--- config.mk ---
export PLATFORM = sky130hd
export DESIGN_NAME = ide_bm_regs
export DESIGN_NICKNAME = d
export VERILOG_FILES = /design/src/rtl/ide_bm_regs.sv
export SDC_FILE = /design/constraint.sdc
export NUM_CORES = 1
export LEC_CHECK = 0
export BUFFER_PORTS_ARGS = -buffer_cell sky130_fd_sc_hd__buf_2
export CAP_MARGIN = 20
export CELL_PAD_IN_SITES_DETAIL_PLACEMENT = 1
export CELL_PAD_IN_SITES_GLOBAL_PLACEMENT = 2
export CORE_MARGIN = 2
export CORE_UTILIZATION = 32
export CTS_BUF_LIST = sky130_fd_sc_hd__clkbuf_8
export DETAILED_ROUTE_END_ITERATION = 7
export PLACE_DENSITY = 0.88
export SYNTH_ARGS = -nofsm -noshare
export SYNTH_HDL_FRONTEND = slang
export SYNTH_SLANG_ARGS = --single-unit
--- constraint.sdc ---
create_clock -name clk -period 1.2 [get_ports clk]
set_input_delay 0.12 -clock clk [delete_from_list [all_inputs] [get_ports clk]]
set_output_delay 0.12 -clock clk [all_outputs]
set_load 0.1 [all_outputs]
--- src/rtl/ide_bm_regs.sv ---
module ide_bm_regs (
  input  logic       clk,
  input  logic       rst_n,
  input  logic       ext_type,
  input  logic       wr_en,
  input  logic       chan_sel,
  input  logic [1:0] reg_off,
  input  logic [7:0] wr_data,
  output logic [7:0] rd_data,
  input  logic [1:0] chan_req,
  input  logic [1:0] chan_irq_off,
  input  logic [1:0] dma_busy,
  input  logic [1:0] dma_err,
  output logic [1:0] dma_start,
  output logic [1:0] dma_dir,
  output logic       irq_out
);

  localparam logic [1:0] OFF_CMD  = 2'd0;
  localparam logic [1:0] OFF_MODE = 2'd1;
  localparam logic [1:0] OFF_STS  = 2'd2;
  localparam logic [1:0] OFF_TIM  = 2'd3;

  logic [7:0] cmd_q [2];
  logic [7:0] sts_q [2];
  logic [7:0] sts_d [2];
  logic [7:0] tim_q [2];
  logic [7:0] mode_q, mode_d;
  logic [1:0] req_q, rise, fall;
  logic       irq_d;

  wire wr_cmd  = wr_en && reg_off == OFF_CMD;
  wire wr_mode = wr_en && reg_off == OFF_MODE && ext_type;
  wire wr_sts  = wr_en && reg_off == OFF_STS;
  wire wr_tim  = wr_en && reg_off == OFF_TIM && ext_type;

  assign rise = chan_req & ~req_q & ~chan_irq_off;
  assign fall = ~chan_req & req_q;

  always_comb begin
    mode_d = mode_q;
    if (wr_mode) mode_d[5:4] = wr_data[5:4];
    for (int c = 0; c < 2; c++) begin
      if (rise[c])      mode_d[2+c] = 1'b1;
      else if (fall[c]) mode_d[2+c] = 1'b0;
    end
    irq_d = ext_type ? ((mode_d[2] & ~mode_d[4]) | (mode_d[3] & ~mode_d[5]))
                     : |(chan_req & ~chan_irq_off);
  end

  always_comb begin
    for (int c = 0; c < 2; c++) begin
      sts_d[c]    = sts_q[c] & 8'h66;
      sts_d[c][0] = dma_busy[c];
      if (wr_sts && chan_sel == c[0]) begin
        sts_d[c][6:5] = wr_data[6:5];
        sts_d[c][2:1] = sts_q[c][2:1] & ~wr_data[2:1];
      end
      if (dma_err[c]) sts_d[c][1] = 1'b1;
      if (rise[c])    sts_d[c][2] = 1'b1;
    end
  end

  always_ff @(posedge clk) begin
    if (!rst_n) begin
      for (int c = 0; c < 2; c++) begin
        cmd_q[c] <= '0;
        sts_q[c] <= '0;
        tim_q[c] <= '0;
      end
      mode_q  <= '0;
      req_q   <= '0;
      irq_out <= 1'b0;
    end else begin
      for (int c = 0; c < 2; c++) begin
        sts_q[c] <= sts_d[c];
        if (wr_cmd && chan_sel == c[0]) cmd_q[c] <= wr_data & 8'h09;
        if (wr_tim && chan_sel == c[0]) tim_q[c] <= wr_data;
      end
      mode_q  <= mode_d;
      req_q   <= chan_req;
      irq_out <= irq_d;
    end
  end

  always_comb begin
    case (reg_off)
      OFF_CMD:  rd_data = cmd_q[chan_sel];
      OFF_MODE: rd_data = ext_type ? mode_q : 8'hFF;
      OFF_STS:  rd_data = sts_q[chan_sel];
      default:  rd_data = ext_type ? tim_q[chan_sel] : 8'hFF;
    endcase
  end

  assign dma_start = {cmd_q[1][0], cmd_q[0][0]};
  assign dma_dir   = {cmd_q[1][3], cmd_q[0][3]};

  AST_STS_RSVD_ZERO: assert property (@(posedge clk) disable iff (!rst_n)
    ((sts_q[0] | sts_q[1]) & 8'h98) == 8'h00);
  AST_STS_W1C: assert property (@(posedge clk) disable iff (!rst_n)
    wr_sts && wr_data[2] && !rise[chan_sel] |=> !sts_q[$past(chan_sel)][2]);
  AST_BASIC_READ_FF: assert property (@(posedge clk) disable iff (!rst_n)
    !ext_type && reg_off[0] |-> rd_data == 8'hFF);
  AST_MODE_WR_KEEPS_FLAGS: assert property (@(posedge clk) disable iff (!rst_n)
    wr_mode && chan_req == req_q |=> mode_q[3:2] == $past(mode_q[3:2]));
  AST_FALL_KEEPS_STS: assert property (@(posedge clk) disable iff (!rst_n)
    fall[0] && !(wr_sts && !chan_sel) |=> sts_q[0][2] == $past(sts_q[0][2]));
  AST_GATED_RISE: assert property (@(posedge clk) disable iff (!rst_n)
    chan_req[0] && !req_q[0] && chan_irq_off[0] && !mode_q[2] |=> !mode_q[2]);
  AST_IRQ_ON_RISE: assert property (@(posedge clk) disable iff (!rst_n)
    ext_type && rise[0] && !mode_q[4] && !(wr_mode && wr_data[4]) |=> irq_out);

endmodule

# After elaboration in Yosys (flattened, before gate mapping)
# Memory sizes are Yosys's and may differ from the RTL's.
# Cells that the tools add are included.
# Widths: inputs -> output; s select.
[classes] n_addsub=0 mul=0 n_div=0 order_cmp=0 eq_ne=3 shifts=0 mux=37 bitwise=22 n_reduce_logical=14
[op_table] cell="$mux 8" n=4
[op_table] cell="$pmux 8 s3" n=1
[op_table] cell="$mux 1" n=23
[op_table] cell="$mux 2" n=7
[op_table] cell="$and 2x2->2" n=6
[op_table] cell="$logic_and 1x1->1" n=12
[op_table] cell="$mux 5" n=2
[op_table] cell="$not 2->2" n=4
[op_table] cell="$or 1x1->1" n=7
[op_table] cell="$eq 2x2->1 const B" n=2
[op_table] cell="$not 1->1" n=3
[op_table] cell="$and 1x1->1" n=2
[op_table] cell="$eq 2x1->1 const B" n=1
[op_table] cell="$logic_not 2->1" n=1
[op_table] cell="$reduce_or 2->1" n=1
[totals] regBits=7 latchBits=0 mem_bits_rw=30 mem_bits_ro=0 inputBits=23 output_inout_bits=13 wordCells=82 n_memories=3
[mem_list] name="tim_q" depth=2 width=8 rd=1 rd_ports_with_merged_regs=0 wr=2 line="27" source="logic [7:0] tim_q [2];"
[mem_list] name="sts_q" depth=2 width=5 rd=3 rd_ports_with_merged_regs=0 wr=2 line="25" source="logic [7:0] sts_q [2];"
[mem_list] name="cmd_q" depth=2 width=2 rd=3 rd_ports_with_merged_regs=0 wr=2 line="24" source="logic [7:0] cmd_q [2];"

# Logic depth before layout (Yosys ltp)
# Gate-level depths: netlist of run 1.
[depth] ltp_word=8 depth_mapped=6 depth_no_buf=4

# Worst setup path before layout of run 1
# OpenSTA, ideal clock, no wires.
[synth_path] kind="register to output" startpoint="memory cmd_q[1][0] in the netlist's numbering" endpoint="output rd_data[0]" arrival_time_ps=3413 required_time_ps=1080 path_slack_ps=-2333 stages_incl_launch_ff=3 path_buffers=0 path_cell_list="edfxtp_1 -> mux2i_1 -> o311ai_1"
[synth_lines] element="start: declaration" line="24"
[synth_lines] element="end: declaration" line="9" source="output logic [7:0] rd_data,"

# Worst setup path after layout of run 1
[layout_path] startpoint="memory tim_q[1][2]" endpoint="output rd_data[2]"
[layout_via] elab_chain_len=3
[layout_lines] element="start: declaration" line="27"
[layout_lines] element="$mem_v2 2x8"
[layout_lines] element="$mux 8" line="91" source="default: rd_data = ext_type ? tim_q[chan_sel] : 8'hFF;"
[layout_lines] element="$pmux 8 s3" line="87" source="case (reg_off)"
# Every way passes these cells.

==> results of run 1 <==
-- layer usage --
layer,track usage,vias to the layer above
li1,-,686
met1,0.208,697
met2,0.292,26
met3,0.0395,7
met4,0.0429,0
met5,0,-
-- state kept, by name, indices dropped and copies added, names as in the netlist --
name and cells:
cmd_q 4, mode_q 4, tim_q 16, irq_out 1, sts_q 10, req_q 2
-- kinds of logic after synthesis --
logic type / Yosys count
AOI/OAI and AO/OA: 24
buffers and inverters: 15
DFF: 37
muxes: 14
and+or+nand+nor: 64
-- cells in the final DEF, fill, tap and decap left out, drive strengths merged, types with 5 or more instances in the layout --
master  count
nor2b      10
inv         7
nand2b      6
mux2i       8
edfxtp     20
clkbuf      6
buf        72
dfxtp      17
o21ai       6
mux4        5
nand2      23
and3       10
a21oi       7
-- cell usage after synthesis (all sizes together), types with 3 or more instances --
master / n
nand2: 23
nor3b: 3
nand2b: 6
a21boi: 4
a21oi: 7
nor2b: 10
o21ai: 6
mux2i: 8
edfxtp: 20
dfxtp: 17
buf: 7
mux4: 5
inv: 5
and2: 4
nor2: 4
and3: 10
clkbuf: 3
-- worst reg2reg max path: cells and delay by family (launching register included) --
kind | cells | cell delay (ps)
DFF | 1 | 330
AOI/OAI and AO/OA | 3 | 520
and+or+nand+nor | 1 | 210
-- final timing paths --
check / start / end / slack [ps] / cells past startpoint
setup reg to reg: req_q[1] / irq_out / 70 / 4
setup / recovery: tim_q[1][2] / rd_data[2] / -510 / 3
hold / removal: dma_busy[0] / sts_q[0][0] / 50 / 2
hold reg to reg: sts_q[1][3] / sts_q[1][3] / 470 / 2
-- area by class of cell --
class | count | area [um2]
clock buffer | 6 | 82.6
tap | 70 | 87.6
timing repair buffer | 72 | 649
fill | 551 | 2500
inverter | 5 | 18.8
multi-input combinational | 102 | 887
clock inverter | 2 | 7.51
sequential | 37 | 942
-- through the flow --
stage / hold WS, ps / area (um2) / power, mW / setup slack (ps) / std cells
after floorplan: 247 / 1890 / 2.01 / -989 / 154
after global placement: 329 / 2450 / 2.26 / -340 / 285
after detailed placement: 332 / 2450 / 2.28 / -358 / 285
after CTS: 32.8 / 2640 / 3.23 / -509 / 293
after global routing: 53.8 / 2680 / 3.34 / -543 / 294
final: 45.6 / 2680 / 3.21 / -506 / 294
-- what timing repair did --
| action | in CTS | in global routing |
|---|---|---|
| endpoints found under the setup margin | 9 | 25 |
| gates resized for setup | 28 | 6 |
| buffers inserted | 0 | 1 |
| gates cloned | 0 | 0 |
| pin swaps | 5 | 3 |
| hold buffers | 0 | 0 |
-- power by group through the flow --
stage	Sequential (mW)	Combinational (mW)	Clock, mW
after detailed placement	1.46	0.821	0
after floorplan	1.55	0.462	0
after global placement	1.46	0.802	0
after CTS	1.44	0.901	0.891
after global routing	1.44	0.951	0.945
final	1.44	0.904	0.867
==> impl_metrics.yaml, run 1 <==
critical_path:
  crit_buf_inv: 1
  cp_top_family: "multiplexers"
  cp.required_ps: 1080
  arrival_ps: 1590
  end_kind: "output pin"
  crit_fanout: 1
  start_kind: "flop"
  slowest_delay_ps: 490
  crit_type: "reg -> out"
  cp_cell_sequence: "mux4_2 -> a22o_4 -> buf_12"
  cpMaxStageDelayCell: "mux4_2"
power_and_ir_drop:
  seq_power_share: 0.448
  leakage_nw: 1.15
  p_int_mw: 2.23
  power_density_nw_per_um2: 1200
  swShare: 0.304
  pwr-share-clk: 0.270
  ir_drop_v: 0.000664
  p_switching_uw: 976
  p_comb_frac: 0.282
synthesis:
  ys_seq_area_frac: 0.544
  ys_warn_count: 0
  postSynthAreaPerCell_um2: 11.2
  postSynthNetCount: 177
  synth_xor_area_frac: 0
  synthSimpleGateAreaFrac: 0.203
  synth-edff-count: 20
  yosysTopAreaCell: "edfxtp_1"
  synth_area_um2: 1730
  yosys-top-cells-area: "edfxtp_1, dfxtp_1, mux4_2"
  netlist_instances: 154
  synth-seq-cells: 37
  synth_cell_types: 29
  async_flop_share: 0
  synth_compound_gate_area_share: 0.0868
  synth_adder_area_share: 0
  synth_top_family_by_area: "simple AND/OR/NAND/NOR gates"
  synth_flop_cell: "edfxtp_1"
  synth.area.mux_share: 0.118
  synth_top_area_share: 0.347
clocking:
  cts-root-buf: "clkbuf_8"
  cts.path.max_buffers: 2
  cts_sinks: 37
  cts_buffers: 5
  cts_tree: "built"
  insertion_delay_ps: 290
  clk_pin_slew_ps: 70
  htree_levels: 2
floorplan:
  die_x_um: 77.5
  io_pins: 36
  die_y_um: 77.5
  design.core.area_um2: 5170
  dieArea_um2: 6010
  start_util: 0.334
  num_rows: 26
global_route:
  grt_pass1_wl_um: 7740
  gr-usage-all-layers: 0.167
  overflow: 0
  antenna_found_initial: 0
  grt_max_degree: 13
  grt_pass1_vias: 1564
placed_design:
  dpl.hpwl_um: 3590
  gp_congestion: 0.721
  io_buffers: 35
drt:
  dr.first_iter.drc_count: 75
  drc: 0
  ant_nets: 0
  dr.pass1.iters: 4
  m1WireLength_um: 2010
  vias_per_cell: 4.82
  routed-wl-met3_um: 139
  wl_met2_um: 2380
  num_vias: 1416
  drt_wl_total_um: 4580
  top_layer_used: "met4"
  wl_per_cell_um: 15.6
timing:
  worstMarginPinSlew_ps: 485
  fin_worst_skew_ps: 3.16
  finalCritPeriodShare: 1.42
  slew_headroom: 0.679
  setup_tns_ps: -2720
  rsz0062_at_grt: "yes"
  setup_violations: 8
  fin_crit_ps: 1710
  fin_ws_ps: -506
  drv_slew: 0
  hold_viol: 0
  fmax_mhz: 586
status:
  violations: "setup timing"
  status: "complete, but fails checks"
layout:
  drive_gt1_frac: 0.482
  areaGrowthSynthToFinish_pct: 54.7
  final_core_util: 0.517
  layout.nets: 246
  antenna_cells: 0
job:
  cap_violations: 0
min_path:
  hold_class: "in -> reg"
(Power assumes the default switching activity.)
==> inputs of run 2 (changes only) <==
--- a/config.mk
+++ b/config.mk
@@ -13,6 +13,7 @@
 export CORE_UTILIZATION = 32
 export CTS_BUF_LIST = sky130_fd_sc_hd__clkbuf_8
 export DETAILED_ROUTE_END_ITERATION = 7
+export HOLD_SLACK_MARGIN = 0.05
 export PLACE_DENSITY = 0.88
 export SYNTH_ARGS = -nofsm -noshare
 export SYNTH_HDL_FRONTEND = slang
==> run 2 against run 1 <==
Effect of this change: the flow still finishes with violations (setup timing); clock-buffer cell count unchanged; via count rose by 0.92%; setup slack gained 1.5 ps; sequential share of layout area shrank 0.26 points; register-to-register slack about the same; routed wire length up 0.61%; flip-flop and latch count is the same; clock power is essentially flat; maximum frequency about the same; critical path type unchanged; critical endpoint unchanged.
==> impl_metrics.yaml, run 2 (synthesis results as in run 1) <==
status:
  status: "complete, but fails checks"
  violations: "setup timing"
layout:
  top_regs: "tim_q: 16 flops, sts_q: 10 flops"
  fillers: 550
  antenna_cells: 0
  layout_commonest_cell: "buf_4"
  drive_gt1_frac: 0.478
  largest_register_ffs: 16
  mostFrequentLayoutCells: "buf_4, buf_2, edfxtp_1, dfxtp_1, nand2_1"
  layout.nets: 248
  areaGrowthSynthToFinish_pct: 55.9
  largest_register: "tim_q"
global_route:
  antenna_found_initial: 0
  grt_max_degree: 13
  overflow: 0
  grt_pass1_vias: 1581
  grt_pass1_wl_um: 7800
  gr-usage-all-layers: 0.169
critical_path:
  cpMaxStageDelayCell: "mux4_2"
  crit_type: "reg -> out"
  start_kind: "flop"
  reg2reg_from: "req_q[1]"
  crit_fanout: 1
  crit_buf_inv: 1
  cp.required_ps: 1080
  cp_cell_sequence: "mux4_2 -> a22o_4 -> buf_12"
  cp_top_family: "multiplexers"
  arrival_ps: 1580
  critPathLaunch: "tim_q[1][2]"
  end_kind: "output pin"
  slowest_delay_ps: 490
floorplan:
  die_x_um: 77.5
  num_rows: 26
  die_y_um: 77.5
  design.core.area_um2: 5170
  start_util: 0.334
  io_pins: 36
  dieArea_um2: 6010
timing:
  drv_slew: 0
  fin_ws_ps: -504
  hold_viol: 0
  setup_tns_ps: -2740
  fin_worst_skew_ps: 1.85
  finalCritPeriodShare: 1.42
  whs_ps: 63.7
  setup_violations: 8
  fmax_mhz: 587
  slew_headroom: 0.679
  rsz0062_at_grt: "yes"
  worstMarginPinSlew_ps: 485
  fin_crit_ps: 1700
placed_design:
  pre_cts_ws_ps: -358
  dpl.hpwl_um: 3590
  gp_congestion: 0.721
  io_buffers: 35
drt:
  dr.first_iter.drc_count: 64
  num_vias: 1429
  ant_nets: 0
  drt_wl_total_um: 4610
  vias_per_cell: 4.83
  wl_per_cell_um: 15.6
  dr.pass1.iters: 4
  drc: 0
clocking:
  cts.path.max_buffers: 2
  cts_buffers: 5
  cts_sinks: 37
  cts_tree: "built"
  htree_levels: 2
  clk_pin_slew_ps: 70
  cts-root-buf: "clkbuf_8"
  insertion_delay_ps: 280
job:
  cap_violations: 0
power_and_ir_drop:
  power_density_nw_per_um2: 1190
  leakage_nw: 1.15
  ir_drop_v: 0.000667
min_path:
  hold_class: "in -> reg"
  hold_start: "dma_err[1]"
## run 2: changes by cell type in the layout (fill, tap and decap cells not counted), sizes merged
cell         before  now
dlygate4sd3       0    2
## run 2: area by class of cell
class | instances | area, um2 | area share
Clock buffer | 6 | 82.6 | 0.0306
Clock inverter | 2 | 7.51 | 0.00279
Inverter | 5 | 18.8 | 0.00696
Multi-Input combinational cell | 102 | 887 | 0.329
Sequential cell | 37 | 942 | 0.350
Tap cell | 70 | 87.6 | 0.0325
Timing Repair Buffer | 74 | 669 | 0.248
## run 2: worst min-delay path, stage by stage
cell     delay, ps
buf_2           70
a21oi_1         30
nor2b_1         90
## run 2: path summary, 6_finish.rpt
kind	endpoint	slack, ps	depth (start not counted)
worst max register to register	irq_out	70	4
worst min register to register	sts_q[1][3]	470	2
worst max-delay path	rd_data[2]	-500	3
worst min-delay path	sts_q[1][1]	60	3
## run 2: report_power, final
group	switching, mW	total (mW)	internal (mW)
clock network	0.418	0.870	0.451
logic	0.531	0.909	0.379
registers	0.0302	1.44	1.41
## run 2: per-layer routing
layer  wire length [um]  track usage
met1               2050        0.212
met2               2360        0.290
met3                141       0.0395
met4                 59       0.0482
met5                  0            0
## run 2: timing repair
action | 4_1_cts | 5_1_grt
gates resized for setup | 28 | 6
buffers inserted | 0 | 1
endpoints found under the hold margin | 2 | 0
endpoints found under the setup margin | 9 | 25
hold buffers | 2 | 0
pin swaps | 5 | 3
## run 2: through the flow
| stage | std cells | cell area [um2] | util | total power, mW |
|---|---|---|---|---|
| global placement | 285 | 2450 | 0.473 | 2.26 |
| detailed placement | 285 | 2450 | 0.473 | 2.28 |
| global route | 296 | 2700 | 0.521 | 3.35 |
| CTS | 295 | 2660 | 0.515 | 3.23 |
| finish | 296 | 2700 | 0.521 | 3.22 |
| floorplan | 154 | 1890 | - | 2.01 |
==> inputs of run 3 (changes only) <==
--- a/config.mk
+++ b/config.mk
@@ -12,9 +12,11 @@
 export CORE_MARGIN = 2
 export CORE_UTILIZATION = 32
 export CTS_BUF_LIST = sky130_fd_sc_hd__clkbuf_8
+export CTS_CLUSTER_DIAMETER = 200
 export DETAILED_ROUTE_END_ITERATION = 7
 export HOLD_SLACK_MARGIN = 0.05
 export PLACE_DENSITY = 0.88
+export RECOVER_POWER = 25
 export SYNTH_ARGS = -nofsm -noshare
 export SYNTH_HDL_FRONTEND = slang
 export SYNTH_SLANG_ARGS = --single-unit
==> run 3 against run 2 <==
Effect of this change: the flow still finishes with violations (setup timing); cell count did not move; die area did not move; register-to-register slack about the same; hold slack is essentially flat; flip-flop and latch count unchanged; sequential power hardly changed; non-clock buffer count stayed put; critical endpoint unchanged.
==> impl_metrics.yaml, run 3 (synthesis results as in run 1) <==
clocking:
  cts_tree: "built"
  cts.path.max_buffers: 2
  cts-root-buf: "clkbuf_8"
  cts_buffers: 5
  insertion_delay_ps: 280
  htree_levels: 2
  clk_pin_slew_ps: 70
  cts_sinks: 37
layout:
  top_regs: "tim_q: 16 flops, sts_q: 10 flops"
  mostFrequentLayoutCells: "buf_4, buf_2, edfxtp_1, dfxtp_1, nand2_1"
  areaGrowthSynthToFinish_pct: 55.1
  largest_register_ffs: 16
  final_core_util: 0.519
  layout.nets: 248
  antenna_cells: 0
  drive_gt1_frac: 0.465
  fin_cells: 296
  layout_commonest_cell: "buf_4"
  largest_register: "tim_q"
placed_design:
  dpl.cell_count: 285
  gp_congestion: 0.721
  pre_cts_ws_ps: -358
  dpl.hpwl_um: 3590
  io_buffers: 35
timing:
  rsz0062_at_grt: "yes"
  fin_crit_ps: 1700
  setup_violations: 41
  fin_worst_skew_ps: 1.90
  worstMarginPinSlew_ps: 638
  fmax_mhz: 587
  drv_slew: 0
  hold_viol: 0
  fin_ws_ps: -503
  finalCritPeriodShare: 1.42
  slew_headroom: 0.575
drt:
  dr.pass1.iters: 4
  ant_nets: 0
  drc: 0
  num_vias: 1441
  wl_per_cell_um: 15.6
  vias_per_cell: 4.87
  dr.first_iter.drc_count: 65
  drt_wl_total_um: 4610
status:
  status: "complete, but fails checks"
  violations: "setup timing"
floorplan:
  dieArea_um2: 6010
  io_pins: 36
  design.core.area_um2: 5170
  num_rows: 26
  start_util: 0.334
  die_x_um: 77.5
  die_y_um: 77.5
job:
  cap_violations: 0
min_path:
  hold_class: "in -> reg"
global_route:
  grt_pass1_wl_um: 7800
  grt_max_degree: 13
  antenna_found_initial: 0
  gr-usage-all-layers: 0.169
  grt_pass1_vias: 1581
  overflow: 0
power_and_ir_drop:
  ir_drop_v: 0.000666
  power_density_nw_per_um2: 1200
  leakage_nw: 1.14
  p_total_mw: 3.21
critical_path:
  cpMaxStageDelayCell: "mux4_2"
  crit_fanout: 1
  arrival_ps: 1580
  start_kind: "flop"
  end_kind: "output pin"
  cp_cell_sequence: "mux4_2 -> a22o_4 -> buf_12"
  crit_type: "reg -> out"
  slowest_delay_ps: 490
  cp.required_ps: 1080
run 3: path summary, 6_finish.rpt:
check | startpoint | to | slack, ps | cells after the start
worst max-delay path | tim_q[1][2] | rd_data[2] | -500 | 3
worst max register to register | req_q[1] | irq_out | 80 | 4
worst min register to register | sts_q[1][3] | sts_q[1][3] | 470 | 2
worst min-delay path | dma_err[1] | sts_q[1][1] | 60 | 3
run 3: repair_timing:
action,in CTS,in global routing
buffers inserted,0,1
gates resized for setup,28,6
pin swaps,5,3
hold endpoints to repair,2,0
endpoints found under the setup margin,9,25
hold buffers,2,0
run 3: cell type report:
cell class / count / area, um2
multi-input combinational: 102 / 887
fill: 554 / 2490
sequential: 37 / 942
timing repair buffer: 74 / 657
inverter: 5 / 18.8
clock inverter: 2 / 7.51
clock buffer: 6 / 82.6
tap: 70 / 87.6
run 3: per-stage QoR:
step | setup TNS [ps] | cell area, um2 | hold slack (ps)
floorplan | -2000 | 1890 | 247
global placement | -5920 | 2450 | 329
detailed placement | -8690 | 2450 | 332
CTS | -2840 | 2660 | 56.8
global route | -9270 | 2680 | 89.5
finish | -5910 | 2680 | 64.2
run 3: worst max-delay path: cells and delay by family (launching register included):
kind,cells,cell delay [ps]
AOI/OAI and AO/OA,1,270
buffers and inverters,1,160
DFF,1,380
muxes,1,490
run 3: power breakdown:
part | switching (mW) | internal (mW) | leakage [nW]
logic | 0.531 | 0.374 | 0.757
registers | 0.0299 | 1.41 | 0.332
clock network | 0.416 | 0.451 | 0.0538
total | 0.977 | 2.23 | 1.14
run 3: per-layer routing:
metal  part of all wire  vias to the layer above  GRT usage
li1                   -                      690          -
met1               0.44                      706      0.212
met2               0.51                       36      0.290
met3              0.039                        9     0.0395
met4              0.013                        0     0.0482
met5                  0                        -          0
